[config.mk]
export PLATFORM = sky130hd
export DESIGN_NAME = irqc_top
export DESIGN_NICKNAME = d
export VERILOG_FILES = /design/src/rtl/irqc_pkg.sv /design/src/rtl/irqc_pend.sv /design/src/rtl/irqc_arb.sv /design/src/rtl/irqc_stack.sv /design/src/rtl/irqc_top.sv
export SDC_FILE = /design/constraint.sdc
export NUM_CORES = 1
export LEC_CHECK = 0
export ABC_CLOCK_PERIOD_IN_PS = 12800
export CAP_MARGIN = 5
export CORE_MARGIN = 5
export CORE_UTILIZATION = 51
export CTS_CLUSTER_SIZE = 24
export DETAILED_ROUTE_END_ITERATION = 10
export PLACE_DENSITY = 0.76
export SLEW_MARGIN = 30
export SYNTH_ARGS = -nofsm -noshare
export SYNTH_HDL_FRONTEND = slang
export SYNTH_SLANG_ARGS = --single-unit
[constraint.sdc]
create_clock -name clk -period 12.8 [get_ports clk]
set_clock_uncertainty 0.15 [all_clocks]
set_input_delay 2.56 -clock clk [delete_from_list [all_inputs] [get_ports clk]]
set_output_delay 2.56 -clock clk [all_outputs]
set_load 0.05 [all_outputs]
[src/rtl/irqc_pkg.sv]
package irqc_pkg;
  localparam int unsigned DEF_LINES    = 9;
  localparam int unsigned DEF_PRIO_W   = 2;
  localparam int unsigned DEF_DEPTH    = 4;
  localparam int unsigned DEF_EXC_BASE = 16;
  localparam int unsigned DEF_EXC_W    = 5;
endpackage

[src/rtl/irqc_pend.sv]
module irqc_pend #(
  parameter int unsigned N = 9
) (
  input  logic         clk,
  input  logic         rst_n,
  input  logic [N-1:0] line,
  input  logic [N-1:0] sw_set,
  input  logic [N-1:0] sw_clr,
  input  logic [N-1:0] ack_mask,
  input  logic [N-1:0] rearm_mask,
  output logic [N-1:0] rise,
  output logic [N-1:0] pend
);
  logic [N-1:0] prev;

  assign rise = line & ~prev;

  always_ff @(posedge clk or negedge rst_n) begin
    if (!rst_n) begin
      prev <= '0;
      pend <= '0;
    end else begin
      prev <= line;
      pend <= (pend & ~(sw_clr | ack_mask)) | rise | sw_set | rearm_mask;
    end
  end

  for (genvar i = 0; i < N; i++) begin : g_chk
    AST_EDGE_SETS: assert property (@(posedge clk) disable iff (!rst_n)
      rise[i] |=> pend[i]);
  end
endmodule

[src/rtl/irqc_arb.sv]
module irqc_arb #(
  parameter int unsigned N      = 9,
  parameter int unsigned PRIO_W = 2,
  localparam int unsigned IW    = $clog2(N)
) (
  input  logic [N-1:0]        cand,
  input  logic [N*PRIO_W-1:0] prio_flat,
  output logic                win_valid,
  output logic [IW-1:0]       win_idx,
  output logic [PRIO_W-1:0]   win_prio
);
  always_comb begin
    win_valid = 1'b0;
    win_idx   = '0;
    win_prio  = '1;
    for (int i = N - 1; i >= 0; i--) begin
      if (cand[i] && (!win_valid || prio_flat[i*PRIO_W +: PRIO_W] <= win_prio)) begin
        win_valid = 1'b1;
        win_idx   = IW'(i);
        win_prio  = prio_flat[i*PRIO_W +: PRIO_W];
      end
    end
  end
endmodule

[src/rtl/irqc_stack.sv]
module irqc_stack #(
  parameter int unsigned DEPTH  = 4,
  parameter int unsigned IW     = 4,
  parameter int unsigned PRIO_W = 2,
  localparam int unsigned DW    = $clog2(DEPTH + 1),
  localparam int unsigned AW    = (DEPTH > 1) ? $clog2(DEPTH) : 1
) (
  input  logic              clk,
  input  logic              rst_n,
  input  logic              push,
  input  logic              pop,
  input  logic [IW-1:0]     push_idx,
  input  logic [PRIO_W-1:0] push_prio,
  output logic              busy,
  output logic [IW-1:0]     top_idx,
  output logic [PRIO_W:0]   run_prio
);
  localparam logic [PRIO_W:0] IDLE_PRIO = (PRIO_W+1)'(1) << PRIO_W;

  logic [IW-1:0]     st_idx  [DEPTH];
  logic [PRIO_W-1:0] st_prio [DEPTH];
  logic [DW-1:0]     depth;
  logic [DW-1:0]     topp;
  logic              pop_ok;
  logic              full;

  assign busy   = (depth != '0);
  assign full   = (depth == DW'(DEPTH));
  assign topp   = depth - 1'b1;
  assign pop_ok = pop && busy;

  assign top_idx  = busy ? st_idx[AW'(topp)] : '0;
  assign run_prio = busy ? {1'b0, st_prio[AW'(topp)]} : IDLE_PRIO;

  always_ff @(posedge clk or negedge rst_n) begin
    if (!rst_n) begin
      depth <= '0;
      for (int i = 0; i < DEPTH; i++) begin
        st_idx[i]  <= '0;
        st_prio[i] <= '0;
      end
    end else if (push && pop_ok) begin
      st_idx[AW'(topp)]  <= push_idx;
      st_prio[AW'(topp)] <= push_prio;
    end else if (push && !full) begin
      st_idx[AW'(depth)]  <= push_idx;
      st_prio[AW'(depth)] <= push_prio;
      depth <= depth + 1'b1;
    end else if (pop_ok) begin
      depth <= topp;
    end
  end

  AST_NO_OVERFLOW: assert property (@(posedge clk) disable iff (!rst_n)
    (push && !pop_ok) |-> !full);
endmodule

[src/rtl/irqc_top.sv]
module irqc_top
  import irqc_pkg::*;
#(
  parameter int unsigned N_LINES  = DEF_LINES,
  parameter int unsigned PRIO_W   = DEF_PRIO_W,
  parameter int unsigned DEPTH    = DEF_DEPTH,
  parameter int unsigned EXC_BASE = DEF_EXC_BASE,
  parameter int unsigned EXC_W    = DEF_EXC_W,
  localparam int unsigned IW      = $clog2(N_LINES)
) (
  input  logic               clk,
  input  logic               rst_n,
  input  logic [N_LINES-1:0] irq_line,
  input  logic               prio_we,
  input  logic [IW-1:0]      prio_idx,
  input  logic [PRIO_W-1:0]  prio_val,
  input  logic               en_we,
  input  logic [N_LINES-1:0] en_val,
  input  logic [N_LINES-1:0] pend_set,
  input  logic [N_LINES-1:0] pend_clr,
  input  logic               ack,
  input  logic               done,
  output logic               req,
  output logic [EXC_W-1:0]   exc_num
);
  function automatic logic [N_LINES-1:0] line_bit(input logic [IW-1:0] idx);
    return {{(N_LINES-1){1'b0}}, 1'b1} << idx;
  endfunction

  function automatic logic [EXC_W-1:0] exc_of(input logic [IW-1:0] idx);
    return EXC_W'(EXC_BASE) + EXC_W'(idx);
  endfunction

  logic [N_LINES*PRIO_W-1:0] prio_flat;
  logic [N_LINES-1:0]        en;
  logic [N_LINES-1:0]        pend;
  logic [N_LINES-1:0]        rise;
  logic [N_LINES-1:0]        ack_mask;
  logic [N_LINES-1:0]        rearm_mask;
  logic                      win_valid;
  logic [IW-1:0]             win_idx;
  logic [PRIO_W-1:0]         win_prio;
  logic                      busy;
  logic [IW-1:0]             top_idx;
  logic [PRIO_W:0]           run_prio;
  logic                      accept;
  logic                      finish;

  always_ff @(posedge clk or negedge rst_n) begin
    if (!rst_n) begin
      prio_flat <= '0;
      en        <= '0;
    end else begin
      if (prio_we && (prio_idx < IW'(N_LINES)))
        prio_flat[prio_idx*PRIO_W +: PRIO_W] <= prio_val;
      if (en_we)
        en <= en_val;
    end
  end

  assign req     = win_valid && ({1'b0, win_prio} < run_prio);
  assign exc_num = req ? exc_of(win_idx) : '0;

  assign accept     = ack && req;
  assign finish     = done && busy;
  assign ack_mask   = accept ? line_bit(win_idx) : '0;
  assign rearm_mask = (finish && irq_line[top_idx]) ? line_bit(top_idx) : '0;

  irqc_pend #(.N(N_LINES)) u_pend (
    .clk        (clk),
    .rst_n      (rst_n),
    .line       (irq_line),
    .sw_set     (pend_set),
    .sw_clr     (pend_clr),
    .ack_mask   (ack_mask),
    .rearm_mask (rearm_mask),
    .rise       (rise),
    .pend       (pend)
  );

  irqc_arb #(.N(N_LINES), .PRIO_W(PRIO_W)) u_arb (
    .cand      (pend & en),
    .prio_flat (prio_flat),
    .win_valid (win_valid),
    .win_idx   (win_idx),
    .win_prio  (win_prio)
  );

  irqc_stack #(.DEPTH(DEPTH), .IW(IW), .PRIO_W(PRIO_W)) u_stack (
    .clk       (clk),
    .rst_n     (rst_n),
    .push      (accept),
    .pop       (done),
    .push_idx  (win_idx),
    .push_prio (win_prio),
    .busy      (busy),
    .top_idx   (top_idx),
    .run_prio  (run_prio)
  );

  AST_ACK_CLEARS: assert property (@(posedge clk) disable iff (!rst_n)
    (accept && !rise[win_idx] && !pend_set[win_idx] && !rearm_mask[win_idx])
      |=> !pend[$past(win_idx)]);

  AST_REARM_HIGH: assert property (@(posedge clk) disable iff (!rst_n)
    (finish && irq_line[top_idx]) |=> pend[$past(top_idx)]);

  AST_EXC_RANGE: assert property (@(posedge clk) disable iff (!rst_n)
    req |-> (exc_num >= EXC_W'(EXC_BASE)) && (exc_num < EXC_W'(EXC_BASE + N_LINES)));

  AST_IDLE_ZERO: assert property (@(posedge clk) disable iff (!rst_n)
    !req |-> (exc_num == '0));
endmodule

==> Implementation_results.wiki <==
{| class="wikitable"
! Metric !! Value
|-
| Antenna diode instance count || 0
|-
| P_leak || 2.77 nW
|-
| Transition time at the pin with the least slew margin || 1.12 ns
|-
| Cell count after synthesis || 447
|-
| Maximum single-stage delay on the critical path || 0.38 ns
|-
| Util after Layout || 73.2%
|-
| Post-Syn Area || 4550 um2
|-
| Minimum setup slack among reg-to-reg paths || 1.27 ns
|-
| GRT Resource Usage Total || 24.1%
|-
| Horizontal die dimension || 104 um
|-
| Status || finished with violations
|-
| Total setup violations reported at the end of the flow || 6
|-
| Total via count in the routed design || 4112
|-
| Final instance area || 6380 um2
|-
| Placement-stage cell area || 5590 um2
|-
| MaxCap Viol Count || 0
|-
| Worst-case clock buffer depth || 2
|-
| Portion of the post-synthesis area used by sequential elements || 39.6%
|-
| Placeable Area || 8720 um2
|-
| Power per Cell Area || 294 nW/um2
|-
| Fraction of the cycle the final worst path needs || 106%
|-
| First-pass GRT wire length || 21100 um
|-
| Kind of launch point of the worst setup path || register
|-
| Worst R2R Path Depth || 57
|-
| Avg WL per Cell || 20.0 um
|-
| Clock latency of the later-clocked register in the worst-skew pair || 0.36 ns
|-
| Worst-case setup margin in the final layout || -0.817 ns
|-
| Path category of the worst min-delay check || register to register
|-
| RSZ-0062 raised after global routing || true
|-
| Count of standard-cell rows || 34
|-
| Worst max-slew margin expressed relative to the limit || 25.6%
|-
| Crit path required time || 10.09 ns
|-
| Peak VDD IR || 0.000251 V
|-
| Register bit total from synthesis || 72
|-
| Count of placed standard cells including taps || 624
|-
| I/O Pins || 54
|-
| Share of post-route cells with drive strength above 1 || 35.2%
|-
| Mapped Avg Cell Area || 10.2 um2
|-
| WP buf/inv || 5
|-
| Last weighted congestion value of the routability-driven placer || 0.921
|-
| Worst hold-check slack || 0.353 ns
|-
| Antenna violations before repair || 0
|-
| Number of buffers inserted by port buffering || 53
|-
| Crit path capture type || output port
|-
| # nets final || 631
|-
| Kind of cell with the highest combined delay on the critical path || compound AO/OA/AOI/OAI gates
|-
| Failing checks || setup timing
|-
| Worst min-delay path startpoint || u_stack.st_prio[0]
|-
| Number of buffers inserted during clock tree synthesis || 9
|-
| Maximum number of pins on one net before global-route repair || 73
|-
| DRC violation total after the first TritonRoute iteration || 281
|-
| Cell count of the worst hold path || 1
|-
| TritonCTS clock tree || built
|-
| Post-synth top flop || sky130_fd_sc_hd__dfrtp_1
|-
| Crit path max-delay cell type || sky130_fd_sc_hd__dfrtp_1
|-
| Crit-path most repeated cell || sky130_fd_sc_hd__ha_4
|-
| Proportion of synthesized flip-flops having asynchronous set or reset || 100%
|-
| Detailed-placement wirelength estimate || 9290 um
|-
| Synth unique cells || 66
|-
| H-tree depth || 3
|-
| Via count of the first global-routing pass || 4220
|-
| DRC violations left || 0
|-
| Final critical-path required period || 13.62 ns
|-
| Vias per inst || 6.14
|-
| Path type of the worst setup path || register to output port
|-
| Net Count, Synth || 521
|-
| DRT Wirelength || 13400 um
|-
| Detail Route Antenna Nets || 0
|-
| Endpoint of the lowest-slack register-to-register path || u_pend.pend[1]
|-
| Clk sinks || 72
|-
| Final number of hold-violating endpoints || 0
|-
| Upper clock frequency limit || 0.0734 GHz
|-
| Number of buffers inserted for hold repair after clock tree synthesis || 0
|-
| Buffer type at the clock tree root || sky130_fd_sc_hd__clkbuf_8
|-
| Number of warnings printed during yosys synthesis || 0
|-
| Height of the die || 104 um
|-
| Critical Path AT || 10.91 ns
|-
| Detailed-router iteration count before antenna repair || 5
|-
| Final Slew Violations || 0
|-
| P&R area growth vs syn || 40.3%
|-
| Startpoint of the worst-slack reg-to-reg timing path || en[8]
|-
| Number of enable-type register cells in the synthesized netlist || 0
|-
| Worst Hold Path EP || u_stack.st_prio[0]
|-
| Clock-pin slew of the registers on the worst-case setup and hold paths || 0.08 ns
|-
| Maximum fanout count along the critical path || 4
|-
| Effective utilization at floorplan || 52.2%
|-
| Count of placed standard cells in the final layout, fillers left out || 670
|-
| Sum of overflow across all layers after global routing || 0
|-
| Floorplan die area || 10900 um2
|}
==> Yosys cell counts, types with 4 or more instances <==
cell | number | area share (%)
sky130_fd_sc_hd__mux2_4 | 18 | 5.9
sky130_fd_sc_hd__nand3_1 | 9 | 0.99
sky130_fd_sc_hd__a211oi_1 | 4 | 0.66
sky130_fd_sc_hd__ha_1 | 26 | 7.2
sky130_fd_sc_hd__dfrtp_1 | 72 | 40
sky130_fd_sc_hd__nor2b_1 | 7 | 0.96
sky130_fd_sc_hd__mux4_2 | 6 | 3.0
sky130_fd_sc_hd__and2_1 | 4 | 0.55
sky130_fd_sc_hd__inv_1 | 39 | 3.2
sky130_fd_sc_hd__a21oi_1 | 18 | 2.0
sky130_fd_sc_hd__nor2_1 | 31 | 2.6
sky130_fd_sc_hd__o21ai_0 | 21 | 2.3
sky130_fd_sc_hd__mux2_2 | 24 | 5.9
sky130_fd_sc_hd__clkbuf_1 | 6 | 0.50
sky130_fd_sc_hd__and3_1 | 5 | 0.69
sky130_fd_sc_hd__or2_2 | 5 | 0.69
sky130_fd_sc_hd__nor4_1 | 4 | 0.55
sky130_fd_sc_hd__a2bb2oi_1 | 5 | 0.96
sky130_fd_sc_hd__nand2b_1 | 10 | 1.4
sky130_fd_sc_hd__nor3_1 | 10 | 1.1
sky130_fd_sc_hd__nand4_1 | 5 | 0.69
sky130_fd_sc_hd__nor3b_1 | 5 | 0.83
sky130_fd_sc_hd__nand2_1 | 44 | 3.6
==> sequential cells by signal, summed over array words and instances (netlist names) <==
signal / flops
en: 9
prio_flat: 18
u_stack.depth: 3
u_pend.pend: 9
u_stack.st_prio: 8
u_stack.st_idx: 16
u_pend.prev: 9
==> what timing repair did <==
action / CTS / global route
endpoints found under the setup margin: 6 / 6
setup buffers: 18 / 12
hold endpoints to repair: 0 / 0
resized for setup: 26 / 26
pin swaps: 23 / 19
==> worst max-delay path by stage <==
stage | end | slack (ns) | cells after the start | startpoint
5_1_grt | req | -1.29 | 56 | en[8]
3_5_place_dp | exc_num[3] | -0.43 | 52 | u_pend.pend[8]
4_1_cts | req | -0.39 | 53 | u_pend.pend[8]
2_1_floorplan | exc_num[4] | -0.43 | 52 | u_pend.pend[8]
6_report | req | -0.82 | 57 | en[8]
3_3_place_gp | exc_num[3] | -0.04 | 53 | en[8]
==> placed cells by master, fill, tap and decap left out, types with 4 or more instances in the layout <==
| master | count |
|---|---|
| sky130_fd_sc_hd__or2_4 | 5 |
| sky130_fd_sc_hd__o21ai_0 | 20 |
| sky130_fd_sc_hd__nand2_1 | 39 |
| sky130_fd_sc_hd__nor3b_1 | 5 |
| sky130_fd_sc_hd__ha_4 | 9 |
| sky130_fd_sc_hd__nor2_1 | 23 |
| sky130_fd_sc_hd__nand3_1 | 9 |
| sky130_fd_sc_hd__mux2_4 | 20 |
| sky130_fd_sc_hd__nor3_1 | 6 |
| sky130_fd_sc_hd__nor4_1 | 4 |
| sky130_fd_sc_hd__ha_1 | 17 |
| sky130_fd_sc_hd__nand2b_1 | 9 |
| sky130_fd_sc_hd__a211oi_1 | 4 |
| sky130_fd_sc_hd__nor2b_4 | 4 |
| sky130_fd_sc_hd__inv_1 | 37 |
| sky130_fd_sc_hd__clkbuf_8 | 9 |
| sky130_fd_sc_hd__and2_1 | 4 |
| sky130_fd_sc_hd__clkdlybuf4s50_1 | 46 |
| sky130_fd_sc_hd__nor2_4 | 8 |
| sky130_fd_sc_hd__buf_12 | 6 |
| sky130_fd_sc_hd__nand2_2 | 4 |
| sky130_fd_sc_hd__nand4_1 | 5 |
| sky130_fd_sc_hd__a21oi_1 | 17 |
| sky130_fd_sc_hd__buf_4 | 50 |
| sky130_fd_sc_hd__dfrtp_1 | 72 |
| sky130_fd_sc_hd__mux2_2 | 22 |
| sky130_fd_sc_hd__mux4_2 | 6 |
==> through the flow <==
step | worst slack, ns | TNS [ns] | power [W]
2_1_floorplan | -0.432 | -1.29 | 0.00108
3_3_place_gp | -0.0378 | -0.0446 | 0.00138
3_5_place_dp | -0.427 | -1.82 | 0.00141
4_1_cts | -0.387 | -1.94 | 0.00175
5_1_grt | -1.29 | -7.30 | 0.00197
6_report | -0.817 | -4.49 | 0.00188
==> cell type report <==
class | instances | area, um2
inverters | 39 | 150
clock inverters | 7 | 125
fillers | 570 | 2340
clock buffers | 9 | 124
repair buffers | 106 | 995
multi-input cells | 329 | 3050
flip-flops and latches | 72 | 1800
well taps | 108 | 135
==> kinds of logic after synthesis <==
family	after synthesis	synth area share, %
xor gates and xnor gates	3	0.578
buffers and inverters	46	3.88
muxes	51	15.5
AOI/OAI and AO/OA	101	16.9
adders and majority gates	26	7.15
DFF	72	39.6
and+or+nand+nor	148	16.3
==> metal layers <==
layer,part of all wire [%],GRT usage (%),wire length (um)
met3,5.2,4.78,701
met5,0,0,0
met4,3.3,10.5,442
met2,51,39.6,6770
met1,41,30.6,5470
==> report_power, final <==
part           internal (W)  switching, W  total (W)  leakage (nW)
Sequential         0.000284     0.0000467   0.000331         0.885
Clock              0.000132     0.0000934   0.000225         0.125
Combinational      0.000632      0.000689    0.00132          1.76
Note: power is estimated with default switching activity, not from simulation.
